## src/rtl/lsg_pkg.sv

```systemverilog
package lsg_pkg;
  localparam int SRC_UV = 0;
  localparam int SRC_OC = 1;
  localparam int SRC_OT = 2;
  localparam int NSRC   = 3;
  typedef logic [NSRC-1:0] src_vec_t;
endpackage

```

## src/rtl/lsg_sync.sv

```systemverilog
module lsg_sync #(
  parameter int W      = 5,
  parameter int STAGES = 2
) (
  input  logic         clk,
  input  logic         rst_n,
  input  logic [W-1:0] d,
  output logic [W-1:0] q
);
  logic [W-1:0] st [STAGES];

  always_ff @(posedge clk or negedge rst_n) begin
    if (!rst_n) begin
      for (int i = 0; i < STAGES; i++) st[i] <= '0;
    end else begin
      st[0] <= d;
      for (int i = 1; i < STAGES; i++) st[i] <= st[i-1];
    end
  end

  assign q = st[STAGES-1];
endmodule

```

## src/rtl/lsg_oc_qual.sv

```systemverilog
module lsg_oc_qual #(
  parameter int DLY = 8
) (
  input  logic clk,
  input  logic rst_n,
  input  logic trip,
  input  logic hold,
  output logic fire
);
  localparam int CW = (DLY > 1) ? $clog2(DLY) : 1;
  localparam logic [CW-1:0] LAST = CW'(DLY - 1);

  logic [CW-1:0] cnt_q;
  logic at_last;

  assign at_last = (cnt_q == LAST);
  assign fire    = trip & ~hold & at_last;

  always_ff @(posedge clk or negedge rst_n) begin
    if (!rst_n)               cnt_q <= '0;
    else if (hold || !trip)   cnt_q <= '0;
    else if (!at_last)        cnt_q <= cnt_q + 1'b1;
  end
endmodule

```

## src/rtl/lsg_fault_core.sv

```systemverilog
module lsg_fault_core
  import lsg_pkg::*;
#(
  parameter int FO_CYCLES = 20
) (
  input  logic     clk,
  input  logic     rst_n,
  input  logic     s_low,
  input  logic     s_on,
  input  logic     oc_fire,
  input  logic     s_hot,
  input  logic     s_cool,
  input  src_vec_t clr,
  output src_vec_t active,
  output logic     fault,
  output src_vec_t status
);
  localparam int FW = (FO_CYCLES > 1) ? $clog2(FO_CYCLES) : 1;
  localparam logic [FW-1:0] FO_LOAD = FW'(FO_CYCLES - 1);

  src_vec_t act_q, act_d, set_v, stat_q;
  logic [FW-1:0] fo_q;
  logic fo_zero, new_evt;

  assign fo_zero = (fo_q == '0);

  always_comb begin
    set_v         = '0;
    set_v[SRC_UV] = s_low;
    set_v[SRC_OC] = oc_fire;
    set_v[SRC_OT] = s_hot;
    act_d         = '0;
    act_d[SRC_UV] = s_low   | (act_q[SRC_UV] & ~(s_on & fo_zero));
    act_d[SRC_OC] = oc_fire | (act_q[SRC_OC] & ~fo_zero);
    act_d[SRC_OT] = s_hot   | (act_q[SRC_OT] & ~(s_cool & fo_zero));
  end

  assign new_evt = |(set_v & ~act_q);

  always_ff @(posedge clk or negedge rst_n) begin
    if (!rst_n) begin
      act_q         <= '0;
      act_q[SRC_UV] <= 1'b1;
      fo_q          <= '0;
      stat_q        <= '0;
    end else begin
      act_q  <= act_d;
      stat_q <= (stat_q & ~clr) | (set_v & ~act_q);
      if (new_evt)       fo_q <= FO_LOAD;
      else if (!fo_zero) fo_q <= fo_q - 1'b1;
    end
  end

  assign active = act_q;
  assign fault  = |act_q;
  assign status = stat_q;
endmodule

```

## src/rtl/lsg_gate_arm.sv

```systemverilog
module lsg_gate_arm #(
  parameter int NCH = 3
) (
  input  logic           clk,
  input  logic           rst_n,
  input  logic           fault,
  input  logic [NCH-1:0] pwm,
  output logic [NCH-1:0] gate_en
);
  for (genvar i = 0; i < NCH; i++) begin : g_ch
    logic armed_q;
    always_ff @(posedge clk or negedge rst_n) begin
      if (!rst_n)     armed_q <= 1'b0;
      else if (fault) armed_q <= 1'b0;
      else if (!pwm[i]) armed_q <= 1'b1;
    end
    assign gate_en[i] = pwm[i] & armed_q & ~fault;
  end
endmodule

```

## src/rtl/lowside_guard.sv

```systemverilog
module lowside_guard
  import lsg_pkg::*;
#(
  parameter int NCH         = 3,
  parameter int FO_CYCLES   = 20,
  parameter int OC_DELAY    = 8,
  parameter int SYNC_STAGES = 2
) (
  input  logic           clk,
  input  logic           rst_n,
  input  logic [NCH-1:0] pwm_in,
  input  logic           sup_below_off,
  input  logic           sup_above_on,
  input  logic           oc_trip,
  input  logic           temp_over,
  input  logic           temp_below_rel,
  input  logic [2:0]     status_clr,
  output logic [NCH-1:0] gate_en,
  output logic           fault_n,
  output logic [2:0]     status
);
  localparam int NIN = 5;

  logic [NIN-1:0] raw, syn;
  logic oc_fire, fault;
  src_vec_t active, stat;

  assign raw = {temp_below_rel, temp_over, oc_trip, sup_above_on, sup_below_off};

  lsg_sync #(.W(NIN), .STAGES(SYNC_STAGES)) u_sync (
    .clk(clk), .rst_n(rst_n), .d(raw), .q(syn)
  );

  lsg_oc_qual #(.DLY(OC_DELAY)) u_ocq (
    .clk(clk), .rst_n(rst_n), .trip(syn[2]), .hold(active[SRC_OC]), .fire(oc_fire)
  );

  lsg_fault_core #(.FO_CYCLES(FO_CYCLES)) u_core (
    .clk(clk), .rst_n(rst_n),
    .s_low(syn[0]), .s_on(syn[1]), .oc_fire(oc_fire),
    .s_hot(syn[3]), .s_cool(syn[4]),
    .clr(status_clr), .active(active), .fault(fault), .status(stat)
  );

  lsg_gate_arm #(.NCH(NCH)) u_arm (
    .clk(clk), .rst_n(rst_n), .fault(fault), .pwm(pwm_in), .gate_en(gate_en)
  );

  assign fault_n = ~fault;
  assign status  = stat;
endmodule

```

## config.mk

```make
export PLATFORM = sky130hd
export DESIGN_NAME = lowside_guard
export DESIGN_NICKNAME = d
export VERILOG_FILES = /design/src/rtl/lsg_pkg.sv /design/src/rtl/lsg_sync.sv /design/src/rtl/lsg_oc_qual.sv /design/src/rtl/lsg_fault_core.sv /design/src/rtl/lsg_gate_arm.sv /design/src/rtl/lowside_guard.sv
export SDC_FILE = /design/constraint.sdc
export NUM_CORES = 1
export LEC_CHECK = 0
export BUFFER_PORTS_ARGS = -buffer_cell sky130_fd_sc_hd__buf_2
export CORE_MARGIN = 2
export CORE_UTILIZATION = 46
export DETAILED_ROUTE_END_ITERATION = 6
export GPL_TIMING_DRIVEN = 0
export PLACE_DENSITY = 0.76
export SYNTH_ARGS = -nofsm -noshare
export SYNTH_HDL_FRONTEND = slang
export SYNTH_SLANG_ARGS = --single-unit
```

## constraint.sdc

```tcl
create_clock -name clk -period 1.9 [get_ports clk]
set_input_delay 0.19 -clock clk [delete_from_list [all_inputs] [get_ports clk]]
set_output_delay 0.19 -clock clk [all_outputs]
set_load 0.05 [all_outputs]
```

== Word level (Yosys, flattened, before mapping) ==
Cells that the tools add are included.
W data, S select, Z words.

* Add/subtract/negate cells: 2
* Eq/ne operators: 6
* Multiplexer cells: 10
* Bitwise operators: 26
* Reduce and logical (&&, ||, !) cells: 5

{| class="wikitable"
|+ Operators with widths
! cell !! count
|-
| $and A1 B1 Y1 || 13
|-
| $mux W5 || 2
|-
| $and A3 B3 Y3 || 2
|-
| $mux W1 || 6
|-
| $mux W3 || 2
|-
| $ne A2 B1 Y1 const B || 3
|-
| $not A3 Y3 || 2
|-
| $reduce_or A3 Y1 || 2
|-
| $logic_not A5 Y1 || 1
|-
| $not A1 Y1 || 5
|-
| $sub A5 B1 Y5 const B || 1
|-
| $ne A2 B2 Y1 const B || 2
|-
| $add A3 B1 Y3 const B || 1
|-
| $eq A3 B3 Y1 const B || 1
|-
| $or A1 B1 Y1 || 3
|-
| $or A3 B3 Y3 || 1
|-
| $logic_not A1 Y1 || 1
|-
| $logic_or A1 B1 Y1 || 1
|}

* Register bits after elaboration: 27
* Bits of input ports: 13

== Longest topological paths before layout ==
Gate-level depths: netlist of the first run.

* Depth after elaboration: 6
* Gate-level depth with buffers: 5
* Gate-level depth less buffers: 5

== Hierarchy ==
Synthesis of the first run repeated with hierarchy kept, for this count alone.

* Cells, all modules: 95
* Area total of the unflattened synthesis: 1078.5 um^2

{| class="wikitable"
|+ Modules (own cells, without submodules)
! module !! times used !! cells each !! area an instance (um^2) !! sequential area each (um^2)
|-
| lsg_fault_core || 1 || 50 || 509.2 || 276.5
|-
| lsg_sync || 1 || 15 || 287.8 || 250.2
|-
| lsg_oc_qual || 1 || 14 || 153.9 || 75.1
|-
| lsg_gate_arm || 1 || 15 || 123.9 || 75.1
|-
| lowside_guard || 1 || 1 || 3.8 || 0.0
|}

== Least setup slack after synthesis of the first run ==
No wires, ideal clock.

* Path type: flip-flop to output port
* From: reg u_core.act_q[1], in the netlist u_core.active[1]
* To: out gate_en[0]
* Arrival: 1.665 ns
* Data required time: 1.710 ns
* Slack: 0.045 ns
* Cell stages (with the launch flop): 4
* Path buffers: 0
* Cells stage by stage: dfrtp_1 or3_1 inv_1 and3_1

* Longest elaborated chain between the ends: 3

{| class="wikitable"
|+ Ends and longest elaborated chain
! what !! RTL line !! source
|-
| from (decl) || lsg_fault_core.sv:21 || <nowiki>src_vec_t act_q, act_d, set_v, stat_q;</nowiki>
|-
| from (signal assigned) || lsg_fault_core.sv:47 || <nowiki>act_q <= act_d;</nowiki>
|-
| $reduce_or A3 Y1 || lsg_fault_core.sv:55 || <nowiki>assign fault = |act_q;</nowiki>
|-
| $not A1 Y1 || - ||
|-
| named net fault_n || lowside_guard.sv:19 || <nowiki>output logic fault_n,</nowiki>
|-
| $and A1 B1 Y1 || lsg_gate_arm.sv:17 || <nowiki>assign gate_en[i] = pwm[i] & armed_q & ~fault;</nowiki>
|-
| to (decl) || lowside_guard.sv:18 || <nowiki>output logic [NCH-1:0] gate_en,</nowiki>
|}

The timed path passes the listed nets, and every way through them passes these cells.

== Final worst setup path of the first run ==
* From: reg u_core.act_q[1], in the netlist u_core.active[1]
* To: out gate_en[0]

* Longest elaborated chain between the ends: 3

{| class="wikitable"
|+ Ends and longest elaborated chain
! what !! RTL line
|-
| $reduce_or A3 Y1 || lsg_fault_core.sv:55
|-
| $not A1 Y1 || lsg_gate_arm.sv:17
|-
| $and A1 B1 Y1 || lsg_gate_arm.sv:17
|}

No other way between the ends.

==> results of run 1 <==
## what timing repair did
action,CTS,global route
hold buffers,6,1
buffers inserted,0,0
gates resized for setup,0,7
hold endpoints to repair,31,1
setup endpoints to repair,0,3
## metal layers
| metal | wire length, um | part of all wire [%] | global-route usage [%] | up-vias |
|---|---|---|---|---|
| met5 | 0 | 0 | 0 | - |
| met4 | 23 | 1.5 | 6.757 | 0 |
| met3 | 62 | 4.2 | 3.509 | 4 |
| met2 | 702 | 47 | 19.91 | 17 |
| met1 | 698 | 47 | 16.30 | 299 |
| li1 | - | - | - | 328 |
## cell usage in the layout (no fill, tap or decap), types with 3 or more instances in the layout
| master | synthesis | routed |
|---|---|---|
| nand2b_1 | 5 | 5 |
| a21oi_1 | 5 | 5 |
| dlygate4sd3_1 | 0 | 7 |
| and3_1 | 3 | 3 |
| a21o_1 | 3 | 3 |
| nand2_1 | 4 | 4 |
| buf_2 | 0 | 16 |
| inv_1 | 10 | 10 |
| ha_1 | 3 | 3 |
| buf_4 | 0 | 3 |
| dfrtp_1 | 26 | 26 |
| nor2_1 | 5 | 5 |
| clkbuf_4 | 0 | 3 |
| o21ai_0 | 4 | 4 |
## sequential cells by signal, indices dropped and copies added (netlist names)
name	cells
u_core.active	3
u_sync.q	5
u_core.fo_q	5
u_arm.g_ch.armed_q	3
u_ocq.cnt_q	3
u_core.status	3
u_sync.st	5
## cell usage after synthesis
cell type / n / area (um^2)
nand3b_1: 2 / 15.01
nor2_1: 5 / 18.77
or2b_1: 1 / 7.510
nand3_1: 1 / 5.000
mux2i_1: 2 / 20.02
dfstp_2: 1 / 26.28
xor2_1: 1 / 8.760
nor3_1: 1 / 5.000
a21o_1: 3 / 22.52
dfrtp_1: 26 / 650.6
or3_1: 1 / 6.260
nor4b_4: 1 / 23.77
o21ai_0: 4 / 20.02
inv_1: 10 / 37.54
nand2_1: 4 / 15.01
or3b_1: 1 / 8.760
ha_1: 3 / 37.54
a211o_1: 1 / 8.760
nand2b_1: 5 / 31.28
a21oi_1: 5 / 25.02
and3_1: 3 / 18.77
xnor2_1: 1 / 8.760
## critical path, delay by kind of cell (launching register included)
| kind | cells | cell delay (ns) |
|---|---|---|
| buf+inv | 2 | 0.29 |
| flops | 1 | 0.42 |
| simple gates | 2 | 0.57 |
## metrics by stage
step	hold slack, ns	total power (W)
after detailed placement	0.2188	0.001098
after CTS	0.01916	0.001354
after global placement	0.2130	0.001072
final	0.02953	0.001337
after global routing	0.002985	0.001434
after floorplan	-0.1056	0.001008
## power by group through the flow
stage | Clock, W | Sequential, W | Combinational, W
floorplan | 0 | 0.000768 | 0.000240
global route | 0.000284 | 0.000761 | 0.000389
global placement | 0 | 0.000756 | 0.000316
finish | 0.000243 | 0.000750 | 0.000345
CTS | 0.000256 | 0.000748 | 0.000350
detailed placement | 0 | 0.000759 | 0.000338
## cells by family after synthesis
group | after synthesis
fa+ha+maj | 3
xor+xnor | 2
simple gates | 25
compound gates | 13
mux | 2
buf+inv | 10
flops | 27
## worst max path at each step
stage,start,to,slack (ns),cells past startpoint
global placement,u_ocq.cnt_q[0],u_core.fo_q[1],0.33,5
finish,u_core.active[1],gate_en[0],0.11,4
CTS,u_core.active[1],gate_en[2],0.009,4
floorplan,u_core.active[1],gate_en[0],0.04,3
detailed placement,u_ocq.cnt_q[0],u_core.fo_q[1],0.31,5
global route,u_core.active[1],gate_en[1],0.03,4
## layout make-up
cell class                 instances  area, um^2  area share, %
sequential                        27       676.9          53.56
multi-input combinational         45       311.5          24.65
timing repair buffer              26       172.7          13.66
inverter                          10       37.54          2.970
tap                               28       35.03          2.772
clock buffer                       3       22.52          1.782
clock inverter                     1       7.507         0.5941
==> results.md, run 1 <==
- Yosys warning total: 0
- TritonCTS buffer count: 3
- GRT Residual Overflow: 0
- Hold Startpoint: status_clr[2]
- Vias in the first global route: 569
- Reg power frac: 56.1%
- Internal power: 0.0009273 W
- Leakage: 0.6287 nW
- Hold path depth: 2
- PortBufs: 19
- Post-Synth XOR/XNOR Area: 1.716%
- Switching part of the total: 30.65%
- H-tree Lvls: 1
- DR WL/cell: 10.62 um
- Post-route cell area: 0.001264 mm^2
- Post-route ant nets: 0
- Critical register-to-register path endpoint: u_core.fo_q[1]
- Reg clk slew, reported paths: 0.14 ns
- Post-route clock period utilization: 93.98%
- Required @ worst endpoint: 1.71 ns
- Largest family of logic cells by synthesized area: simple AND/OR/NAND/NOR gates
- Post-route insts no fill: 140
- Slew Limit Fails: 0
- Crit end category: output port
- Critical path arrival: 1.60 ns
- Mux cell area share after synthesis: 1.961%
- Share of cells above drive strength 1: 23.21%
- Antenna violations before repair: 0
- GRT Util Overall: 12.79%
- Starting DRT DRC Count: 7
- Slowest stage delay, CP: 0.42 ns
- Register-to-Register Setup Slack: 0.30 ns
- DIE AREA: 0.002612 mm^2
- Status: complete, no violations
- Post-synthesis simple-gate area fraction: 15.20%
- Largest net degree at the start of global routing: 28
- Avg Synthesized Cell Area: 12.45 um^2
- Max Cap Viol: 0
- Inst Count DP: 129
- Comb power frac: 25.8%
- Final core utilization: 58.82%
- Die span in x: 51.11 um
- Antenna cells: 0
- Final setup fails: 0
- Clock sinks: 27
- Final WS setup: 0.1143 ns
- Post-Syn Instances: 82
- Worst-margin pin slew: 0.5749 ns
- P_sw: 0.0004099 W
- Filler cell count in the final layout: 191
- Maximum vdd drop: 0.6079 mV
- First-pass GRT wire length: 2401 um
- Unique masters post-synth: 22
- F_max: 0.5600 GHz
- Clock share of power: 18.1%
- Initial Util: 47.52%
- Clk_lat worst skew: 0.32 ns
- Setup TNS: 0 ns
- Vias per cell: 4.629
- DP Worst Slack: 0.3099 ns
- Reg2Reg Depth: 5
- Slowest CP cell: dfrtp_1
- Cell chain of the critical path: or3_4 > inv_1 > and3_1 > buf_4
- Max-slew headroom: 61.67%
- Yosys reg bits: 27
- Final #Nets: 129
- Final critical-path required period: 1.786 ns
- Layout Area Growth over Synthesis: 23.77%
- DRC Markers: 0
- Drt total wl: 1487 um
- Path type of the worst min-delay path: input pin to register
- Mapped cell area: 0.001021 mm^2
- Drt first pass iters: 4
- Cell Pwr Density: 1058 mW/mm^2
- Die Height: 51.11 um
- Final HPWL DP: 1036 um
- Sequential area share after synthesis: 66.30%
- RSZ-0062 raised after global routing: false
- CTS Root Buffer Type: clkbuf_4
- Clock Tree Buf Depth: 2
- RR Startpoint: u_ocq.cnt_q[0]
- # IOs: 20
- Post-synthesis compound-gate area fraction: 7.475%
- WHS Endpoint: u_core.status[2]
- Syn_nets: 98
- Final hold vios: 0
- Adder-Cell Fraction of Synth Area: 3.676%
- Std-Cell Rows: 17
- CTS tree: yes
- Core ar.: 0.002148 mm^2
- DR vias: 648
- Crit Path Max Fanout: 4
- DP Area: 0.001151 mm^2
- Worst Setup Start Kind: register
- Placer Congestion: 0.7249
- WS Path Type: register to output port
- Final Skew: 0.004711 ns
Power figures use the tool's default switching activity.
==> run 2, diff against run 1 <==
--- a/config.mk
+++ b/config.mk
@@ -6,6 +6,7 @@
 export NUM_CORES = 1
 export LEC_CHECK = 0
 export BUFFER_PORTS_ARGS = -buffer_cell sky130_fd_sc_hd__buf_2
+export CORE_ASPECT_RATIO = 0.75
 export CORE_MARGIN = 2
 export CORE_UTILIZATION = 46
 export DETAILED_ROUTE_END_ITERATION = 6
==> run 2 against run 1 <==
  * Utilization grew 2.2 points
  * Clock skew shrank 0.0014 ns
  * Highest routed layer unchanged
  * Worst hold slack lost 0.0099 ns
==> results.md, run 2 (synthesis results as in run 1) <==
- Std-Cell Rows: 14
- GRT Util Overall: 14.07%
- Status: complete, no violations
- Crit path from: u_core.active[1]
- Reg clk slew, reported paths: 0.14 ns
- M1 WL: 629 um
- Clock sinks: 27
- Post-route ant nets: 0
- P_sw: 0.0004138 W
- Clock share of power: 18.9%
- WS Path Type: register to output port
- DR WL/cell: 10.93 um
- Final critical-path required period: 1.809 ns
- Met2 Routed Length: 751 um
- Critical path arrival: 1.62 ns
- Leakage: 0.6289 nW
- Antenna cells: 0
- Required @ worst endpoint: 1.71 ns
- Max layer used: met4
- Drt first pass iters: 4
- Vias per cell: 4.941
- RSZ-0062 raised after global routing: false
- WL met3: 83 um
- Reg power frac: 55.9%
- Commonest non-fill, non-tap cells in the layout: dfrtp_1 (26), buf_2 (16), inv_1 (10)
- Internal power: 0.0009292 W
- DIE AREA: 0.002616 mm^2
- Inst Count DP: 125
- Hold Startpoint: status_clr[1]
- Most common cell after layout, fill and taps aside: dfrtp_1
- Worst Setup Start Kind: register
- Placer Congestion: 0.7940
- Post-route clock period utilization: 95.21%
- Crit end category: output port
- Layout Area Growth over Synthesis: 22.43%
- Share of cells above drive strength 1: 23.42%
- Switching part of the total: 30.81%
- Vias in the first global route: 660
- Starting DRT DRC Count: 6
- F_max: 0.5528 GHz
- Comb power frac: 25.2%
- Slew Limit Fails: 0
- First-pass GRT wire length: 2628 um
- DR vias: 667
- RR Startpoint: u_ocq.cnt_q[0]
- Hold slack: 0.01964 ns
- Final setup fails: 0
- Worst-margin pin slew: 0.5514 ns
- Post-route insts no fill: 135
- Crit Path Max Fanout: 4
- Max-slew headroom: 63.24%
- Setup TNS: 0 ns
- TritonCTS buffer count: 3
- Antenna violations before repair: 0
- Final Skew: 0.003308 ns
- Max Cap Viol: 0
- PortBufs: 19
- Largest net degree at the start of global routing: 28
- Drt total wl: 1476 um
- Final core utilization: 60.99%
- Clock Tree Buf Depth: 2
- Cell Pwr Density: 1074 mW/mm^2
- Die span in x: 58.40 um
- Maximum vdd drop: 0.7675 mV
- CTS tree: yes
- H-tree Lvls: 1
- Final hold vios: 0
- # IOs: 20
- Die Height: 44.80 um
- Core ar.: 0.002049 mm^2
- DRC Markers: 0
- Final #Nets: 128
- GRT Residual Overflow: 0
- Clk_lat worst skew: 0.33 ns
- Path type of the worst min-delay path: input pin to register
- Initial Util: 49.82%
- Final HPWL DP: 1117 um
- CTS Root Buffer Type: clkbuf_4
run 2: cell count changes in the layout (fill, tap and decap cells not counted):
cell	previous run	this run
clkinvlp_4	1	0
dlygate4sd3_1	7	6
inv_6	0	1
run 2: final cells by class:
cell class                 count  area (um^2)
clock buffer                   3        22.52
clock inverter                 1        8.758
fill                         180        799.5
inverter                      10        37.54
multi-input combinational     45        311.5
sequential                    27        676.9
tap                           24        30.03
timing repair buffer          25        162.7
run 2: critical path, cell delays in order, from the launching register on:
cell,delay [ns]
dfrtp_1,0.42
or3_4,0.41
inv_1,0.10
and3_1,0.17
buf_4,0.19
run 2: path summary, 6_finish.rpt:
check	to	slack, ns	depth (start not counted)
worst max-delay path	gate_en[0]	0.09	4
max in group asynchronous	u_core.active[0]	1.17	2
min in group asynchronous	u_sync.st[7]	0.36	2
worst max register to register	u_core.fo_q[1]	0.30	5
worst min register to register	u_sync.q[4]	0.37	0
worst min-delay path	u_core.status[1]	0.02	2
run 2: power by group through the flow:
stage                     clock network (W)  logic, W  registers (W)
after global placement                    0  0.000317       0.000757
final                              0.000254  0.000338       0.000751
after detailed placement                  0  0.000334       0.000763
after floorplan                           0  0.000240       0.000768
after CTS                          0.000270  0.000346       0.000751
after global routing               0.000292  0.000379       0.000765
run 2: per-layer routing:
layer / vias up / global-route usage [%]
met4: 0 / 5.581
met1: 320 / 14.81
li1: 328 / -
met2: 17 / 25.62
met3: 2 / 5.444
met5: - / 0
run 2: what timing repair did:
| item | in CTS | in global routing |
|---|---|---|
| endpoints found under the setup margin | 3 | 3 |
| resized for setup | 3 | 1 |
| setup buffers | 0 | 0 |
| hold endpoints to repair | 31 | 0 |
| pin swaps | 0 | 0 |
| hold buffers | 6 | 0 |
| gates cloned | 0 | 0 |
run 2: per-stage QoR:
step / cell area (um^2) / setup WS [ns] / power (W)
after floorplan: 1021 / 0.04461 / 0.001008
after global placement: 1146 / 0.3286 / 0.001073
after detailed placement: 1146 / 0.3226 / 0.001098
after CTS: 1245 / 0.01639 / 0.001368
after global routing: 1250 / 0.01584 / 0.001435
final: 1250 / 0.09097 / 0.001343
==> run 3, diff against run 2 <==
==> constraint.sdc (replaced) <==
create_clock -name clk -period 1.9 [get_ports clk]
set_input_delay 0.095 -clock clk [delete_from_list [all_inputs] [get_ports clk]]
set_output_delay 0.095 -clock clk [all_outputs]
set_load 0.05 [all_outputs]
==> run 3 against run 2 <==
  * Via count up 3.3%
  * Die area unchanged
  * Sequential share of layout area down 2.0 points
  * Critical path depth unchanged
  * Utilization up 2.3 points
  * Critical path type unchanged
  * Critical endpoint unchanged
  * Highest routed layer unchanged
==> results.md, run 3 (synthesis results as in run 1) <==
- Final #Nets: 134
- Cell Pwr Density: 1041 mW/mm^2
- Slowest stage delay, CP: 0.44 ns
- CTS Root Buffer Type: clkbuf_4
- Worst-margin pin slew: 0.5543 ns
- Filler cell count in the final layout: 171
- Slowest CP cell: or3_1
- Worst Setup Start Kind: register
- Layout Area Growth over Synthesis: 27.08%
- F_max: 0.5505 GHz
- Final critical-path required period: 1.817 ns
- Drt first pass iters: 4
- DRC Markers: 0
- Clock sinks: 27
- Slew Limit Fails: 0
- Crit Path Max Fanout: 4
- Final setup fails: 0
- GRT Util Overall: 14.12%
- Post-route cell area: 0.001297 mm^2
- Setup TNS: 0 ns
- Commonest non-fill, non-tap cells in the layout: dfrtp_1 (26), buf_2 (19), dlygate4sd3_1 (12)
- TritonCTS buffer count: 3
- Antenna cells: 0
- Share of cells above drive strength 1: 21.37%
- Initial Util: 49.82%
- DR WL/cell: 10.75 um
- GRT Residual Overflow: 0
- Path type of the worst min-delay path: input pin to async pin
- Placer Congestion: 0.7940
- Post-route clock period utilization: 95.61%
- Reg clk slew, reported paths: 0.14 ns
- # IOs: 20
- Critical path arrival: 1.72 ns
- Leakage: 0.6527 nW
- WS Path Type: register to output port
- Clock Tree Buf Depth: 2
- RSZ-0062 raised after global routing: false
- Post-route ant nets: 0
- Die Height: 44.80 um
- Clk_lat worst skew: 0.33 ns
- PortBufs: 19
- First-pass GRT wire length: 2642 um
- Final hold vios: 0
- Vias per cell: 4.887
- Status: complete, no violations
- Max-slew headroom: 63.05%
- DR vias: 689
- Vias in the first global route: 676
- Most common cell after layout, fill and taps aside: dfrtp_1
- Starting DRT DRC Count: 7
- CTS tree: yes
- Std-Cell Rows: 14
- Antenna violations before repair: 0
- Cell chain of the critical path: or3_1 > inv_1 > and3_1 > buf_2
- Max Cap Viol: 0
- Footprint of the multi-input gates: 306.5 um^2
- DP Area: 0.001146 mm^2
- Required @ worst endpoint: 1.80 ns
- Core ar.: 0.002049 mm^2
- Register Area: 676.9 um^2
- Largest net degree at the start of global routing: 28
- Die span in x: 58.40 um
- H-tree Lvls: 1
- Crit end category: output port
- Final Skew: 0.005756 ns
- Final Power: 0.001351 W
- Maximum vdd drop: 0.7672 mV
- DIE AREA: 0.002616 mm^2
- Final HPWL DP: 1117 um
- Drt total wl: 1516 um
==> run 3: cell count changes in the layout (fill, tap and decap cells not counted), sizes merged <==
cell         change
dlygate4sd3      +6
==> run 3: where the power goes <==
| part | leakage, nW | internal [W] | switching [W] |
|---|---|---|---|
| sequential | 0.334 | 0.000671 | 0.0000797 |
| clock | 0.0183 | 0.0000858 | 0.000166 |
| combinational | 0.301 | 0.000180 | 0.000169 |
| total | 0.653 | 0.000937 | 0.000414 |
==> run 3: stage by stage <==
step	util (%)	std cells	worst slack, ns	hold WS, ns
floorplan	-	82	0.1396	-0.2006
global placement	55.92	125	0.3286	0.1189
detailed placement	55.92	125	0.3226	0.1232
CTS	63.31	141	0.05203	0.2714
global route	63.31	141	0.006173	0.2970
finish	63.31	141	0.08343	0.2674
==> run 3: final cells by class <==
cell class | count | area share, %
Clock inverter | 1 | 0.6750
Inverter | 10 | 2.893
Multi-Input combinational cell | 45 | 23.63
Sequential cell | 27 | 52.17
Tap cell | 24 | 2.314
Timing Repair Buffer | 31 | 16.59
Clock buffer | 3 | 1.736
==> run 3: what timing repair did <==
item,CTS,global route
hold endpoints to repair,37,0
buffers inserted,0,0
gates resized for setup,0,0
hold buffers,12,0
==> run 3: final timing paths <==
kind / startpoint / to / slack, ns / depth (start not counted)
worst min register to register: u_sync.st[9] / u_sync.q[4] / 0.37 / 0
worst max register to register: u_ocq.cnt_q[0] / u_core.fo_q[1] / 0.30 / 5
worst max-delay path: u_core.active[1] / gate_en[0] / 0.08 / 4
max in group asynchronous: rst_n / u_core.active[0] / 1.26 / 2
min in group clk: u_sync.st[9] / u_sync.q[4] / 0.37 / 0
worst min-delay path: rst_n / u_sync.st[7] / 0.27 / 2
==> run 3: per-layer routing <==
metal	share of wire [%]	GRT usage, %	vias up
met2	49	25.39	17
met1	45	15.16	331
li1	-	-	339
met5	0	0	-
met3	4.9	5.444	2
met4	0.79	5.581	0
==> run 3: worst max-delay path, delay by kind of cell, from the launching register on <==
family / cells / cell delay (ns)
flops: 1 / 0.42
simple gates: 2 / 0.60
buf+inv: 2 / 0.38
